--- config.mk ---
export PLATFORM = sky130hd
export DESIGN_NAME = drt_dispatch_router
export DESIGN_NICKNAME = d
export VERILOG_FILES = /design/src/rtl/drt_pkg.sv /design/src/rtl/drt_classify.sv /design/src/rtl/drt_admit.sv /design/src/rtl/drt_group.sv /design/src/rtl/drt_dispatch_router.sv
export SDC_FILE = /design/constraint.sdc
export NUM_CORES = 1
export LEC_CHECK = 0
export ABC_AREA = 0
export BUFFER_PORTS_ARGS = -buffer_cell sky130_fd_sc_hd__buf_2
export CAP_MARGIN = 10
export CORE_MARGIN = 3
export CORE_UTILIZATION = 46
export DETAILED_ROUTE_END_ITERATION = 12
export GPL_TIMING_DRIVEN = 0
export PLACE_DENSITY = 0.75
export SETUP_SLACK_MARGIN = 0.5
export SLEW_MARGIN = 40
export SYNTH_ARGS = -nofsm -noshare
export SYNTH_HDL_FRONTEND = slang
export SYNTH_SLANG_ARGS = --single-unit
--- constraint.sdc ---
create_clock -name clk -period 2.65 [get_ports clk]
set_input_delay 0.1325 -clock clk [delete_from_list [all_inputs] [get_ports clk]]
set_output_delay 0.1325 -clock clk [all_outputs]
set_load 0.02 [all_outputs]
--- src/rtl/drt_pkg.sv ---
package drt_pkg;
  typedef enum logic [1:0] {
    CLS_ALU    = 2'b00,
    CLS_MULDIV = 2'b01,
    CLS_MEM    = 2'b10,
    CLS_CTRL   = 2'b11
  } op_class_e;

  typedef enum logic [1:0] {
    TGT_NONE = 2'd0,
    TGT_ROB  = 2'd1,
    TGT_AUX  = 2'd2,
    TGT_ZRR  = 2'd3
  } target_e;

  function automatic logic is_long(input logic [1:0] cls);
    return (cls == CLS_MULDIV) || (cls == CLS_MEM);
  endfunction
endpackage

--- src/rtl/drt_classify.sv ---
module drt_classify
  import drt_pkg::*;
(
  input  logic       vld,
  input  logic       has_dst,
  input  logic [1:0] cls,
  output target_e    tgt
);
  always_comb begin
    if (!vld)               tgt = TGT_NONE;
    else if (is_long(cls))  tgt = TGT_ROB;
    else if (!has_dst)      tgt = TGT_ZRR;
    else                    tgt = TGT_AUX;
  end
endmodule

--- src/rtl/drt_admit.sv ---
module drt_admit
  import drt_pkg::*;
#(
  parameter int NSLOT = 2,
  parameter int CW    = 2
) (
  input  target_e          tgt [NSLOT],
  input  logic [CW-1:0]    rob_credit,
  input  logic [CW-1:0]    aux_credit,
  input  logic [CW-1:0]    zrr_credit,
  input  logic             flush,
  output logic [NSLOT-1:0] acc,
  output logic [NSLOT-1:0] stall
);
  int  used_rob, used_aux, used_zrr;
  logic blocked, room;

  always_comb begin
    used_rob = 0;
    used_aux = 0;
    used_zrr = 0;
    blocked  = flush;
    room     = 1'b0;
    acc      = '0;
    stall    = '0;
    for (int i = 0; i < NSLOT; i++) begin
      if (tgt[i] != TGT_NONE) begin
        unique case (tgt[i])
          TGT_ROB: room = used_rob < int'(rob_credit);
          TGT_AUX: room = used_aux < int'(aux_credit);
          default: room = used_zrr < int'(zrr_credit);
        endcase
        if (!blocked && room) begin
          acc[i] = 1'b1;
          unique case (tgt[i])
            TGT_ROB: used_rob = used_rob + 1;
            TGT_AUX: used_aux = used_aux + 1;
            default: used_zrr = used_zrr + 1;
          endcase
        end else begin
          stall[i] = 1'b1;
          blocked  = 1'b1;
        end
      end
    end
  end
endmodule

--- src/rtl/drt_group.sv ---
module drt_group
  import drt_pkg::*;
#(
  parameter int NSLOT = 2,
  parameter int GW    = 6
) (
  input  logic             clk,
  input  logic             rst,
  input  target_e          tgt [NSLOT],
  input  logic [NSLOT-1:0] acc,
  input  logic             flush,
  input  logic [GW-1:0]    flush_grp,
  output logic [GW-1:0]    tag [NSLOT]
);
  logic [GW-1:0] cnt_q;
  logic [GW-1:0] run;

  always_comb begin
    run = cnt_q;
    for (int i = 0; i < NSLOT; i++) begin
      if (acc[i] && (tgt[i] == TGT_ROB || tgt[i] == TGT_ZRR))
        run = run + GW'(1);
      tag[i] = run;
    end
  end

  always_ff @(posedge clk) begin
    if (rst)        cnt_q <= '0;
    else if (flush) cnt_q <= flush_grp;
    else            cnt_q <= run;
  end
endmodule

--- src/rtl/drt_dispatch_router.sv ---
module drt_dispatch_router
  import drt_pkg::*;
#(
  parameter int NSLOT = 2,
  parameter int GW    = 6,
  parameter int CW    = 2
) (
  input  logic               clk,
  input  logic               rst,
  input  logic [NSLOT-1:0]   in_valid,
  input  logic [NSLOT-1:0]   in_has_dst,
  input  logic [2*NSLOT-1:0] in_class,
  input  logic [CW-1:0]      rob_credit,
  input  logic [CW-1:0]      aux_credit,
  input  logic [CW-1:0]      zrr_credit,
  input  logic               flush,
  input  logic [GW-1:0]      flush_grp,
  output logic [NSLOT-1:0]   stall,
  output logic [NSLOT-1:0]   enq_rob,
  output logic [NSLOT-1:0]   enq_aux,
  output logic [NSLOT-1:0]   enq_zrr,
  output logic [GW*NSLOT-1:0] out_grp
);
  target_e          tgt [NSLOT];
  logic [NSLOT-1:0] acc;
  logic [GW-1:0]    tag [NSLOT];

  for (genvar s = 0; s < NSLOT; s++) begin : g_cls
    drt_classify u_cls (
      .vld     (in_valid[s]),
      .has_dst (in_has_dst[s]),
      .cls     (in_class[2*s +: 2]),
      .tgt     (tgt[s])
    );
  end

  drt_admit #(.NSLOT(NSLOT), .CW(CW)) u_admit (
    .tgt        (tgt),
    .rob_credit (rob_credit),
    .aux_credit (aux_credit),
    .zrr_credit (zrr_credit),
    .flush      (flush),
    .acc        (acc),
    .stall      (stall)
  );

  drt_group #(.NSLOT(NSLOT), .GW(GW)) u_grp (
    .clk       (clk),
    .rst       (rst),
    .tgt       (tgt),
    .acc       (acc),
    .flush     (flush),
    .flush_grp (flush_grp),
    .tag       (tag)
  );

  for (genvar s = 0; s < NSLOT; s++) begin : g_out
    always_ff @(posedge clk) begin
      if (rst) begin
        enq_rob[s]          <= 1'b0;
        enq_aux[s]          <= 1'b0;
        enq_zrr[s]          <= 1'b0;
        out_grp[GW*s +: GW] <= '0;
      end else begin
        enq_rob[s]          <= acc[s] && tgt[s] == TGT_ROB;
        enq_aux[s]          <= acc[s] && tgt[s] == TGT_AUX;
        enq_zrr[s]          <= acc[s] && tgt[s] == TGT_ZRR;
        out_grp[GW*s +: GW] <= acc[s] ? tag[s] : '0;
      end
    end
  end
endmodule

==> results.py <==
metrics = {
    "status": {
        "outcome": "finished, final reports clean",
    },
    "logic_synthesis": {
        "synth_cells": 171,
        "post-synth-top-area-cell": "sky130_fd_sc_hd__dfxtp_1",
        "yosysWarningCount": 0,
        "synth_common_cells": "sky130_fd_sc_hd__dfxtp_1 (24), sky130_fd_sc_hd__nand2_1 (21), sky130_fd_sc_hd__nor2_1 (16), sky130_fd_sc_hd__ha_1 (10), sky130_fd_sc_hd__xnor2_1 (8)",
        "synth_async_sr_flop_share": 0,
        "synth_enable_flop_cells": 0,
        "synthTopCellsByArea": "sky130_fd_sc_hd__dfxtp_1 (33%), sky130_fd_sc_hd__ha_1 (8.5%), sky130_fd_sc_hd__nand2_1 (5.3%)",
        "yosys.cell_count.top_type": "sky130_fd_sc_hd__dfxtp_1",
        "synth_seq_area_share": 0.325,
        "synth_cell_type_count": 51,
        "postSynthRegisterBits": 24,
        "synth-main-ff-cell": "sky130_fd_sc_hd__dfxtp_1",
        "portion_of_synthesized_cell_area_occupied_by_the_leading_cell_type": 0.325,
        "syn_area_per_cell_sq_um": 8.64,
        "syn-num-nets": 204,
        "synthesized_area_sq_um": 1480,
    },
    "floorplanning": {
        "initial_utilization": 0.509,
        "fp.dieArea_sq_um": 3930,
        "top_level_ports": 43,
        "fp.coreArea_sq_um": 2900,
        "die_w_um": 62.7,
        "std_cell_rows": 19,
        "dieHeight_um": 62.7,
    },
    "sta": {
        "timing.setup.tns_ps": 0,
        "final-setup-viol-count": 0,
        "report.final.slew_viol_count": 0,
        "min_tclk_post_route_ps": 2400,
        "min_period_over_period": 0.907,
        "relSlewSlack": 0.507,
        "max_freq_mhz": 416,
        "fin_worst_skew_ps": 3.31,
        "finalHoldViolCount": 0,
        "tightest_slew_ps": 736,
        "setup_repair_after_global_routing_missed_its_margin": "true",
    },
    "min_path": {
        "worstHoldPathCells": 2,
        "whs_endpoint": "u_grp.cnt_q[5]",
        "timing.hold.worst.class": "input port to flop",
        "hold_path.startpoint": "flush_grp[5]",
    },
    "clock_network": {
        "clock_tree.buffer_depth": 2,
        "inserted_clock_buffers": 3,
        "clkSlewWorstSetupHoldPaths_ps": 130,
        "numClockSinks": 24,
        "tritoncts": "built",
        "htreeDepth": 1,
        "cts-hold-fix-buffers": 0,
        "cts_root_buffer": "sky130_fd_sc_hd__clkbuf_4",
        "clk-insertion-delay-late_ps": 320,
    },
    "setup_path": {
        "worst_setup_path_end_kind": "flop",
        "critical_path.reg2reg.endpoint": "u_grp.cnt_q[5]",
        "timing.rr.start": "u_grp.cnt_q[0]",
        "worst-endpoint-required_ps": 2880,
        "timing.critical_path.arrival_ps": 2630,
        "worstSetupPathType": "input port to flop",
        "crit_path_start_kind": "input port",
        "worst_r2r_path_depth": 7,
        "r2r_setup_slack_ps": 270,
        "path_max_fanout": 9,
    },
    "power_and_ir_drop": {
        "p_switching_w": 0.000320,
        "total_power_w": 0.000939,
        "pleak_nw": 0.937,
        "swShare": 0.341,
        "combPwrFrac": 0.383,
        "pwr_density_cell_nw_per_um2": 418,
        "power.share.clock": 0.212,
        "power_report.internal_total_w": 0.000619,
        "irDropWorstVdd_mv": 0.243,
        "pwr-share-seq": 0.405,
    },
    "layout": {
        "final.fill_count": 195,
        "layout.cells.non_filler": 281,
        "syn2layout_area_growth_pct": 52.1,
        "sequential_cell_area_sq_um": 482,
        "layout.nets": 273,
        "post_route_cells_drive_above_1_share": 0.510,
        "design_area_sq_um": 2250,
        "multiInputGateArea_sq_um": 1210,
        "insertedDiodeCount": 0,
    },
    "detailed_routing": {
        "antenna_left": 0,
        "via_count": 1599,
        "drt_drc_violations_left": 0,
        "via_per_inst": 5.69,
        "dr.first_iter.drc_count": 111,
        "post_drt_wl_per_cell_um": 16.2,
        "drt-total-wl_um": 4550,
        "first_pass_iteration_count_of_the_detailed_router": 4,
    },
    "grt": {
        "grt_antenna_before_repair": 0,
        "maximum_number_of_pins_on_one_net_before_global_route_repair": 14,
        "gr-total-overflow": 0,
        "first_global_vias": 1522,
        "global_route.usage.total": 0.206,
        "first_pass_grt_wire_length_um": 6670,
    },
    "place": {
        "placedCellCount": 254,
        "place.gp.congestion": 0.855,
        "io_buffers": 41,
        "placement.cell_area_sq_um": 1760,
        "hpwl_um": 2790,
    },
    "job": {
        "maxCapViolCount": 0,
    },
}
## layout make-up
type                    instances  area share
multi-input cells             134       0.538
flip-flops and latches         24       0.214
repair buffers                 64       0.183
well taps                      42      0.0234
clock buffers                   4      0.0161
plain buffers                   6      0.0128
inverters                       7      0.0117
## registers in the layout, indices dropped and copies added, names as in the netlist
register / count
out_grp: 12
enq_rob: 2
enq_aux: 2
enq_zrr: 2
u_grp.cnt_q: 6
## placed cells by master (no fill, tap or decap), types with 2 or more instances in the layout
cell type,n
sky130_fd_sc_hd__and2_1,4
sky130_fd_sc_hd__a311o_1,3
sky130_fd_sc_hd__a311oi_2,2
sky130_fd_sc_hd__inv_2,4
sky130_fd_sc_hd__ha_1,6
sky130_fd_sc_hd__nor2_1,15
sky130_fd_sc_hd__nand3_1,3
sky130_fd_sc_hd__buf_2,39
sky130_fd_sc_hd__clkbuf_4,3
sky130_fd_sc_hd__o2111ai_1,2
sky130_fd_sc_hd__nor2_2,2
sky130_fd_sc_hd__nor3_2,3
sky130_fd_sc_hd__clkbuf_1,3
sky130_fd_sc_hd__nand2_1,18
sky130_fd_sc_hd__nand2b_1,2
sky130_fd_sc_hd__dfxtp_1,23
sky130_fd_sc_hd__inv_1,3
sky130_fd_sc_hd__xnor2_2,3
sky130_fd_sc_hd__o211ai_1,3
sky130_fd_sc_hd__o31ai_4,2
sky130_fd_sc_hd__o21ai_4,2
sky130_fd_sc_hd__o32ai_1,2
sky130_fd_sc_hd__xnor2_1,4
sky130_fd_sc_hd__or2_2,2
sky130_fd_sc_hd__ha_4,3
sky130_fd_sc_hd__buf_6,3
sky130_fd_sc_hd__and3_1,3
sky130_fd_sc_hd__o21ai_2,2
sky130_fd_sc_hd__buf_8,2
sky130_fd_sc_hd__o221ai_2,3
sky130_fd_sc_hd__a21oi_1,5
sky130_fd_sc_hd__nor3_1,3
sky130_fd_sc_hd__buf_4,22
sky130_fd_sc_hd__nor2_4,2
## power groups by stage
stage / clock, W / sequential [W] / combinational (W)
floorplan: 0 / 0.000390 / 0.000153
global placement: 0 / 0.000386 / 0.000211
detailed placement: 0 / 0.000386 / 0.000217
CTS: 0.000197 / 0.000379 / 0.000292
global route: 0.000220 / 0.000382 / 0.000383
finish: 0.000199 / 0.000380 / 0.000360
## worst max path at each step
stage                endpoint         from  cells after the start
3_3_place_gp      out_grp[10]  in_class[0]                     13
2_1_floorplan  u_grp.cnt_q[5]  in_class[0]                     11
3_5_place_dp   u_grp.cnt_q[5]  in_class[0]                     12
4_1_cts        u_grp.cnt_q[5]  in_class[1]                     12
5_1_grt        u_grp.cnt_q[5]  in_class[2]                     11
6_report       u_grp.cnt_q[5]  in_class[2]                     11
## metrics by stage
stage / hold WS [ps] / util / setup slack, ps
5_1_grt: 24.0 / 0.775 / 141
3_3_place_gp: 357 / 0.606 / -313
2_1_floorplan: 241 / - / 76.8
6_report: 24.9 / 0.775 / 245
4_1_cts: 27.1 / 0.707 / 245
3_5_place_dp: 351 / 0.606 / -406
## timing repair
item,in CTS,in global routing
hold endpoints to repair,0,0
buffers inserted,16,7
gates cloned,0,0
pin swaps,15,18
setup endpoints to repair,16,16
gates resized for setup,28,29
## critical path: stages
cell and delay (ps):
sky130_fd_sc_hd__buf_2 110, sky130_fd_sc_hd__xnor2_2 160, sky130_fd_sc_hd__nand2_1 70, sky130_fd_sc_hd__and2_1 150
sky130_fd_sc_hd__buf_2 200, sky130_fd_sc_hd__ha_4 290, sky130_fd_sc_hd__nor3b_4 230, sky130_fd_sc_hd__o31ai_4 110
sky130_fd_sc_hd__a311o_1 420, sky130_fd_sc_hd__or4b_1 480, sky130_fd_sc_hd__a32o_1 270
## logic make-up (layout without fill, tap and decap cells)
kind of cell    after synthesis  in the layout  synth area share
flops                        24             24             0.325
simple gates                 73             73             0.256
buf+inv                      13             81            0.0356
compound gates               42             42             0.246
fa+ha+maj                    10             10            0.0847
xor+xnor                      9              9            0.0533
## per-layer routing
metal,routed length [um],part of all wire,global-route usage,vias to the layer above
met5,0,0,0,-
met4,88,0.019,0.0771,0
met3,213,0.047,0.0234,10
met2,2440,0.54,0.390,54
met1,1810,0.40,0.232,778
li1,-,-,-,757
Note: power is estimated with default switching activity, not from simulation.
